**config.mk**
```make
export PLATFORM = sky130hd
export DESIGN_NAME = usb_out_rx
export DESIGN_NICKNAME = d
export VERILOG_FILES = /design/src/rtl/out_rx_pkg.sv /design/src/rtl/out_rx_queue.sv /design/src/rtl/out_rx_eptab.sv /design/src/rtl/out_rx_fsm.sv /design/src/rtl/usb_out_rx.sv
export SDC_FILE = /design/constraint.sdc
export NUM_CORES = 1
export LEC_CHECK = 0
export ABC_AREA = 1
export CORE_MARGIN = 1.5
export CORE_UTILIZATION = 50
export CTS_CLUSTER_DIAMETER = 100
export CTS_CLUSTER_SIZE = 8
export DETAILED_ROUTE_END_ITERATION = 6
export PLACE_DENSITY = 0.7
export REMOVE_ABC_BUFFERS = 1
export SKIP_LAST_GASP = 1
export SLEW_MARGIN = 15
export SYNTH_ARGS = -nofsm -noshare
export SYNTH_HDL_FRONTEND = slang
export SYNTH_SLANG_ARGS = --single-unit
```
**constraint.sdc**
```tcl
create_clock -name clk -period 2.7 [get_ports clk]
set_input_delay 0.675 -clock clk [delete_from_list [all_inputs] [get_ports clk]]
set_output_delay 0.675 -clock clk [all_outputs]
set_load 0.02 [all_outputs]
```
**src/rtl/out_rx_pkg.sv**
```systemverilog
package out_rx_pkg;
    typedef enum logic [1:0] {
        HS_NONE  = 2'd0,
        HS_ACK   = 2'd1,
        HS_NAK   = 2'd2,
        HS_STALL = 2'd3
    } hs_e;

    typedef enum logic [1:0] {
        ST_IDLE,
        ST_RECV,
        ST_SKIP
    } rx_state_e;

    localparam int CTL_EN_BIT    = 4;
    localparam int CTL_RST_BIT   = 5;
    localparam int CTL_STALL_BIT = 6;
endpackage

```
**src/rtl/out_rx_queue.sv**
```systemverilog
module out_rx_queue #(
    parameter int DEPTH = 66,
    parameter int W     = 8
) (
    input  logic         clk,
    input  logic         rst_n,
    input  logic         push,
    input  logic [W-1:0] wdata,
    input  logic         pop,
    input  logic         flush,
    output logic [W-1:0] rdata,
    output logic         empty,
    output logic         full
);
    localparam int AW = $clog2(DEPTH);
    localparam int CW = $clog2(DEPTH + 1);

    logic [W-1:0]  mem [DEPTH];
    logic [AW-1:0] wr_q, rd_q;
    logic [CW-1:0] cnt_q;
    logic          do_push, do_pop;

    assign empty   = (cnt_q == '0);
    assign full    = (cnt_q == CW'(DEPTH));
    assign do_push = push && !full && !flush;
    assign do_pop  = pop && !empty && !flush;
    assign rdata   = mem[rd_q];

    function automatic logic [AW-1:0] bump(input logic [AW-1:0] p);
        return (p == AW'(DEPTH - 1)) ? '0 : p + 1'b1;
    endfunction

    always_ff @(posedge clk) begin
        if (do_push) mem[wr_q] <= wdata;
    end

    always_ff @(posedge clk or negedge rst_n) begin
        if (!rst_n) begin
            wr_q  <= '0;
            rd_q  <= '0;
            cnt_q <= '0;
        end else if (flush) begin
            wr_q  <= '0;
            rd_q  <= '0;
            cnt_q <= '0;
        end else begin
            if (do_push) wr_q <= bump(wr_q);
            if (do_pop)  rd_q <= bump(rd_q);
            cnt_q <= cnt_q + CW'(do_push) - CW'(do_pop);
        end
    end

    AST_NO_OVERFLOW: assert property (@(posedge clk) disable iff (!rst_n)
        cnt_q <= CW'(DEPTH));
    AST_FLUSH_EMPTIES: assert property (@(posedge clk) disable iff (!rst_n)
        flush |=> empty);
endmodule

```
**src/rtl/out_rx_eptab.sv**
```systemverilog
module out_rx_eptab #(
    parameter int NUM_EP = 16,
    parameter int EPW    = 4
) (
    input  logic              clk,
    input  logic              rst_n,
    input  logic              wr,
    input  logic [EPW-1:0]    wr_ep,
    input  logic              wr_en,
    input  logic              wr_stall,
    input  logic              clr_all,
    input  logic              disarm,
    input  logic [EPW-1:0]    disarm_ep,
    input  logic [EPW-1:0]    look_ep,
    output logic              look_en,
    output logic              look_stall,
    output logic [NUM_EP-1:0] en_vec
);
    logic [NUM_EP-1:0] stall_vec;

    for (genvar i = 0; i < NUM_EP; i++) begin : g_ep
        always_ff @(posedge clk or negedge rst_n) begin
            if (!rst_n) begin
                en_vec[i]    <= 1'b0;
                stall_vec[i] <= 1'b0;
            end else begin
                if (clr_all)
                    en_vec[i] <= 1'b0;
                else if (disarm && disarm_ep == EPW'(i))
                    en_vec[i] <= 1'b0;
                else if (wr && wr_ep == EPW'(i))
                    en_vec[i] <= wr_en;
                if (wr && wr_ep == EPW'(i))
                    stall_vec[i] <= wr_stall;
            end
        end
    end

    assign look_en    = en_vec[look_ep];
    assign look_stall = stall_vec[look_ep];

    AST_CLR_ALL_DISARMS: assert property (@(posedge clk) disable iff (!rst_n)
        clr_all |=> (en_vec == '0));
endmodule

```
**src/rtl/out_rx_fsm.sv**
```systemverilog
module out_rx_fsm
    import out_rx_pkg::*;
#(
    parameter int EPW = 4
) (
    input  logic           clk,
    input  logic           rst_n,
    input  logic           tok_valid,
    input  logic [EPW-1:0] tok_ep,
    input  logic           rx_valid,
    input  logic           rx_eop,
    input  logic           rx_crc_ok,
    input  logic           soft_rst,
    input  logic           pend_clr,
    input  logic           ep_en_hit,
    input  logic           ep_stall_hit,
    input  logic           q_empty,
    output logic           q_push,
    output logic           q_flush,
    output logic           disarm,
    output logic [EPW-1:0] disarm_ep,
    output logic           hs_valid,
    output logic [1:0]     hs_code,
    output logic           pend,
    output logic [EPW-1:0] stat_epno
);
    rx_state_e      state_q, state_d;
    hs_e            verdict_q, hs_q;
    logic           hsv_q, pend_q;
    logic [EPW-1:0] cur_q, epno_q;
    logic           tok_take, go_recv, good_end, bad_end, skip_end;

    always_comb begin
        tok_take = tok_valid && (state_q == ST_IDLE);
        go_recv  = tok_take && !ep_stall_hit && ep_en_hit && !pend_q && q_empty;
        good_end = (state_q == ST_RECV) && rx_eop && rx_crc_ok;
        bad_end  = (state_q == ST_RECV) && rx_eop && !rx_crc_ok;
        skip_end = (state_q == ST_SKIP) && rx_eop;
        state_d  = state_q;
        unique case (state_q)
            ST_IDLE: if (tok_take) state_d = go_recv ? ST_RECV : ST_SKIP;
            ST_RECV: if (rx_eop)   state_d = ST_IDLE;
            ST_SKIP: if (rx_eop)   state_d = ST_IDLE;
            default:               state_d = ST_IDLE;
        endcase
        if (soft_rst) state_d = ST_IDLE;
        q_push    = (state_q == ST_RECV) && rx_valid && !soft_rst;
        q_flush   = bad_end || soft_rst;
        disarm    = good_end && !soft_rst;
        disarm_ep = cur_q;
    end

    always_ff @(posedge clk or negedge rst_n) begin
        if (!rst_n) state_q <= ST_IDLE;
        else        state_q <= state_d;
    end

    always_ff @(posedge clk or negedge rst_n) begin
        if (!rst_n) begin
            verdict_q <= HS_NAK;
            hs_q      <= HS_NONE;
            hsv_q     <= 1'b0;
            pend_q    <= 1'b0;
            cur_q     <= '0;
            epno_q    <= '0;
        end else begin
            hsv_q <= !soft_rst && (good_end || skip_end);
            hs_q  <= good_end ? HS_ACK : verdict_q;
            if (tok_take)
                verdict_q <= ep_stall_hit ? HS_STALL : HS_NAK;
            if (go_recv)
                cur_q <= tok_ep;
            if (soft_rst)
                pend_q <= 1'b0;
            else if (good_end)
                pend_q <= 1'b1;
            else if (pend_clr)
                pend_q <= 1'b0;
            if (good_end && !soft_rst)
                epno_q <= cur_q;
        end
    end

    assign hs_valid  = hsv_q;
    assign hs_code   = hsv_q ? hs_q : HS_NONE;
    assign pend      = pend_q;
    assign stat_epno = epno_q;

    AST_ACK_SETS_DONE: assert property (@(posedge clk) disable iff (!rst_n)
        (hs_valid && hs_code == HS_ACK) |-> pend);
    AST_NAK_WHILE_PEND: assert property (@(posedge clk) disable iff (!rst_n)
        (tok_valid && state_q == ST_IDLE && pend_q) |=> (state_q != ST_RECV));
    AST_EPNO_ONLY_ON_ACK: assert property (@(posedge clk) disable iff (!rst_n)
        !$stable(stat_epno) |-> (hs_valid && hs_code == HS_ACK));
    AST_BAD_CRC_SILENT: assert property (@(posedge clk) disable iff (!rst_n)
        bad_end |=> (!hs_valid && q_empty));
    AST_STALL_WINS: assert property (@(posedge clk) disable iff (!rst_n)
        (tok_take && ep_stall_hit && !soft_rst) |=> (state_q == ST_SKIP && verdict_q == HS_STALL));
    AST_HS_ONE_CYCLE: assert property (@(posedge clk) disable iff (!rst_n)
        hs_valid |=> !hs_valid);
endmodule

```
**src/rtl/usb_out_rx.sv**
```systemverilog
module usb_out_rx
    import out_rx_pkg::*;
#(
    parameter int NUM_EP = 16,
    parameter int DEPTH  = 66
) (
    input  logic       clk,
    input  logic       rst_n,
    input  logic       ctl_wr,
    input  logic [7:0] ctl_wdata,
    input  logic       pend_clr,
    input  logic       irq_en,
    input  logic       data_rd,
    output logic [7:0] data_rdata,
    output logic [3:0] stat_epno,
    output logic       stat_have,
    output logic       stat_pend,
    output logic       irq,
    input  logic       tok_valid,
    input  logic [3:0] tok_ep,
    input  logic       rx_valid,
    input  logic [7:0] rx_byte,
    input  logic       rx_eop,
    input  logic       rx_crc_ok,
    output logic       hs_valid,
    output logic [1:0] hs_code
);
    localparam int EPW = $clog2(NUM_EP);

    logic              soft_rst, cfg_wr;
    logic              q_push, q_flush, q_empty, q_full;
    logic              disarm, en_hit, stall_hit;
    logic [EPW-1:0]    disarm_ep;
    logic [NUM_EP-1:0] en_vec;

    assign soft_rst = ctl_wr && ctl_wdata[CTL_RST_BIT];
    assign cfg_wr   = ctl_wr && !ctl_wdata[CTL_RST_BIT];

    out_rx_eptab #(.NUM_EP(NUM_EP), .EPW(EPW)) u_tab (
        .clk(clk), .rst_n(rst_n),
        .wr(cfg_wr), .wr_ep(ctl_wdata[EPW-1:0]),
        .wr_en(ctl_wdata[CTL_EN_BIT]), .wr_stall(ctl_wdata[CTL_STALL_BIT]),
        .clr_all(soft_rst), .disarm(disarm), .disarm_ep(disarm_ep),
        .look_ep(tok_ep[EPW-1:0]), .look_en(en_hit), .look_stall(stall_hit),
        .en_vec(en_vec)
    );

    out_rx_queue #(.DEPTH(DEPTH), .W(8)) u_q (
        .clk(clk), .rst_n(rst_n),
        .push(q_push), .wdata(rx_byte), .pop(data_rd), .flush(q_flush),
        .rdata(data_rdata), .empty(q_empty), .full(q_full)
    );

    out_rx_fsm #(.EPW(EPW)) u_fsm (
        .clk(clk), .rst_n(rst_n),
        .tok_valid(tok_valid), .tok_ep(tok_ep[EPW-1:0]),
        .rx_valid(rx_valid), .rx_eop(rx_eop), .rx_crc_ok(rx_crc_ok),
        .soft_rst(soft_rst), .pend_clr(pend_clr),
        .ep_en_hit(en_hit), .ep_stall_hit(stall_hit), .q_empty(q_empty),
        .q_push(q_push), .q_flush(q_flush),
        .disarm(disarm), .disarm_ep(disarm_ep),
        .hs_valid(hs_valid), .hs_code(hs_code),
        .pend(stat_pend), .stat_epno(stat_epno)
    );

    assign stat_have = !q_empty;
    assign irq       = stat_pend && irq_en;

    AST_ACK_DISARMS: assert property (@(posedge clk) disable iff (!rst_n)
        (hs_valid && hs_code == HS_ACK) |-> !en_vec[stat_epno]);
    AST_FULL_HAS_DATA: assert property (@(posedge clk) disable iff (!rst_n)
        q_full |-> stat_have);
endmodule

```
==> results.md <==
- The max-slew violation total from the final report is 0.
- The average detailed-routed wire length per instance is 19.5 um.
- Summing over every cut layer, the via total after detailed routing is 19600.
- After filler insertion, the fill cell instance count of the layout stands at 3921.
- The total inserted antenna cells is 0.
- The run finished, with violations left.
- The worst path uses 126% of the clock period.
- The critical path is of the register to output port type.
- The total count of hold-check failures in the final report is 0.
- The internal power component is 19.8 mW.
- Hold repair after CTS inserted 0 buffers.
- The highest ir drop seen on vdd is 0.502 mV.
- The cell count after placement is 3438.
- The number of top-level pins is 48.
- The cell depth of the worst flop-to-flop path is 20.
- For this run, the number of Yosys warnings is 0.
- Yosys mapped the design onto 39 distinct sky130hd cell types.
- The cell sitting at the root of the clock tree is a sky130_fd_sc_hd__clkbuf_16.
- At the worst endpoint, the required time is 2030 ps.
- The detailed-route vias per instance is 5.45.
- Per report_power, the clock group accounts for 33.0% of the total.
- The worst clock skew on the final layout is 20.5 ps.
- The number of buffers created by CTS is 84.
- The maximum count of clock buffers along a single path is 3.
- The insertion delay of the later-clocked pin in the worst-skew pair is 630 ps.
- The site row count is 83.
- The leakage dissipation is 13.4 nW.
- STA classifies the critical path endpoint as an output port.
- In this run the power spent charging and discharging nets is 9.54 mW.
- The worst slew margin relative to its limit is 62.5%.
- The critical path goes through buf_12, buf_12, clkbuf_16, nor2_2, nor2_1, o21ai_1, a21oi_1, nor2_1, nand2_1, nand3_2, nand2_2, nand2_2, nand2_1, buf_4.
- The final reports fail on setup timing.
- The overall power consumption is 29.3 mW.
- The final-stage net count is 2919.
- The number of iterations in the first detailed-routing pass is 5.
- In this run the number of cells on the critical path is 14.
- Static timing analysis puts the maximum clock frequency at 0.294 GHz.
- The type of element launching the critical path is a register.
- The area growth from synthesis to layout is 23.2%.
- The number of max-capacitance violations reported is 0.
- The number of enable-type register cells in the synthesized netlist is 528.
- The number of nets still failing antenna checks after routing is 0.
- Cells with a size suffix above 1 make up 17.4% of the layout.
- The die is 233 um wide.
- The die covers 0.0541 mm2.
- The logic gate share of total power is 31.5%.
- The share of the Yosys chip area taken by registers is 66.6%.
- The number of standard cells in the final layout excluding fillers is 3599.
- Setup repair after global routing could not meet its margin everywhere.
- The vertical extent of the die is 233 um.
- The CTS tree is done.
- The HPWL after detailed placement is 41300 um.
- For this run, the total global-route usage over all layers was measured as 26.2%.
- The initial utilization of the core area, before any placement, comes to 51.0%.
- The via count of the first global-routing pass is 19600.
- The critical path buffer and inverter count is 4.
- Counting flops and latches in the post-synthesis netlist gives 596.
- The fraction of power spent switching nets is 32.6%.
- Entering global routing, the biggest net connects 69 pins.
- The delay of the slowest critical-path stage is 550 ps.
- At the worst endpoint, the arrival time is 2720 ps.
- The total routed wirelength is 70200 um.
- After the first detailed-routing iteration, the DRC count stood at 2049.
- In the routed design, unresolved DRC markers number 0.
- For the pin with the worst max-slew slack, the measured transition is 562 ps.
- For this design, the slowest cell found on the critical path is sky130_fd_sc_hd__dfrtp_4.
- The post-place setup slack is -921 ps.
- The maximum net fanout on the critical path is 8.
- Of the total power, registers draw 35.4%.
- The number of antenna violations at the first check in global routing is 0.
- Input and output buffers added on the ports amount to 46.
- After layout, the worst setup slack is -696 ps.
- The kind of cell with the highest combined delay on the critical path is buffers and inverters.
- The area of the placeable core is 0.0517 mm2.
- Clock tree synthesis found a total of 596 sinks.
- Leaving out fill and tap cells, the most frequent cell in the layout is sky130_fd_sc_hd__nand2_1.
- The most used flip-flop cell after synthesis is sky130_fd_sc_hd__edfxtp_1.
- The async set-reset flop share out of synthesis is 11.4%.
- Setup violations remaining at the end of the flow were counted as 9.
- In the final timing run, aggregate negative setup slack is -5380 ps.
- Summed over all layers, the global routing overflow is 0.
- Counting I/O delays and the setup requirement, the final critical path takes 3400 ps.
- The first global-routing pass estimated 108000 um of wire.
- After clock tree synthesis, the clock-pin slew on the worst setup and hold paths is 50 ps.
- The placer's final routability congestion estimate is 0.903.
- The maximum level of the CTS H-tree is 3.
- The power per cell area is 902 mW/mm2.
- The average cell area after synthesis is 10.1 um2.
- The tightest min-delay check is of the input pin to asynchronous set/reset pin type.
- The mapped cell area is 0.0264 mm2.
- The library cells used most frequently in the layout, excluding fill and tap cells, are sky130_fd_sc_hd__nand2_1 (710), sky130_fd_sc_hd__edfxtp_1 (528), sky130_fd_sc_hd__inv_1 (287), sky130_fd_sc_hd__nor2_1 (258), sky130_fd_sc_hd__nand3_1 (252).
- The cell count after synthesis came out at 2617.
[power groups by stage]
stage	clock (mW)	combinational, mW	sequential (mW)
finish	9.68	9.24	10.4
global route	10.1	9.98	10.4
CTS	9.73	8.54	10.4
detailed placement	0	7.62	10.5
global placement	0	7.47	10.5
floorplan	0	3.91	10.9
[per-layer routing]
metal / wire (um) / share of wire (%) / GRT usage [%]
met4: 2310 / 3.3 / 10.2
met1: 27800 / 40 / 33.7
met2: 34600 / 49 / 44.0
met3: 5560 / 7.9 / 4.64
met5: 0 / 0 / 0
[metrics by stage]
stage | cell area [um2] | hold slack (ps) | util (%)
finish | 32500 | 70.8 | 62.8
global route | 32500 | 107 | 62.8
CTS | 32100 | 75.3 | 62.1
detailed placement | 29000 | 447 | 56.2
global placement | 29000 | 440 | 56.2
floorplan | 25700 | 379 | -
[flip-flops by register name, indices dropped and copies added (netlist names)]
name and flops:
u_fsm.disarm_ep 4, u_fsm.hs_q 2, u_fsm.hs_valid 1, u_fsm.pend 1, u_fsm.stat_epno 4, u_fsm.state_q 2, u_fsm.verdict_q 1, u_q.cnt_q 7
u_q.mem 528, u_q.rd_q 7, u_q.wr_q 7, u_tab.en_vec 16, u_tab.stall_vec 16
[final cells by class]
cell class	instances	area (um2)	share of cell area (%)
clock inverters	7	82.6	0.254
repair buffers	285	3070	9.44
well taps	680	851	2.62
inverters	315	1200	3.69
clock buffers	126	2280	7.02
multi-input cells	1589	7430	22.9
repair inverters	1	8.76	0.0270
flip-flops and latches	596	17600	54.1
[worst paths after layout]
check / slack, ps / start / endpoint
hold / removal: 70 / rst_n / u_fsm.pend
setup reg to reg: -140 / u_q.cnt_q[5] / u_q.cnt_q[6]
setup / recovery: -700 / u_q.rd_q[0] / data_rdata[7]
min in group clk: 450 / u_fsm.verdict_q[0] / u_fsm.hs_q[0]
hold reg to reg: 450 / u_fsm.verdict_q[0] / u_fsm.hs_q[0]
max in group asynchronous: 2270 / rst_n / u_q.rd_q[1]
[cells by family after synthesis]
logic type	synth area share, %
xor gates and xnor gates	0.332
and+or+nand+nor	21.2
adders and majority gates	0.835
DFF	66.6
AOI/OAI and AO/OA	3.92
buffers and inverters	7.11
[synthesized netlist by cell type, drive strengths merged, types with 2 or more instances]
| cell | count | area (um2) |
|---|---|---|
| dfrtp | 68 | 1700 |
| clkinv | 4 | 15.0 |
| clkbuf | 27 | 103 |
| xnor2 | 3 | 26.3 |
| inv | 311 | 1170 |
| and3 | 2 | 12.5 |
| buf | 90 | 587 |
| edfxtp | 528 | 15900 |
| nor2 | 281 | 1070 |
| xor2 | 7 | 61.3 |
| o22ai | 12 | 75.1 |
| nand2 | 763 | 2870 |
| nand3 | 281 | 1420 |
| a2111oi | 6 | 52.6 |
| nand4 | 6 | 37.5 |
| a211oi | 3 | 22.5 |
| nor3 | 31 | 155 |
| o211ai | 3 | 22.5 |
| ha | 16 | 200 |
| a21oi | 35 | 175 |
| or2 | 7 | 43.8 |
| o21ai | 128 | 641 |
[what timing repair did]
action                     in CTS  in global routing
setup endpoints to repair      11                 12
gates resized for setup       155                 96
pin swaps                      47                 64
buffers inserted               17                  3
cloned                         10                  4
No activity file was read; power rests on OpenSTA's default activity.
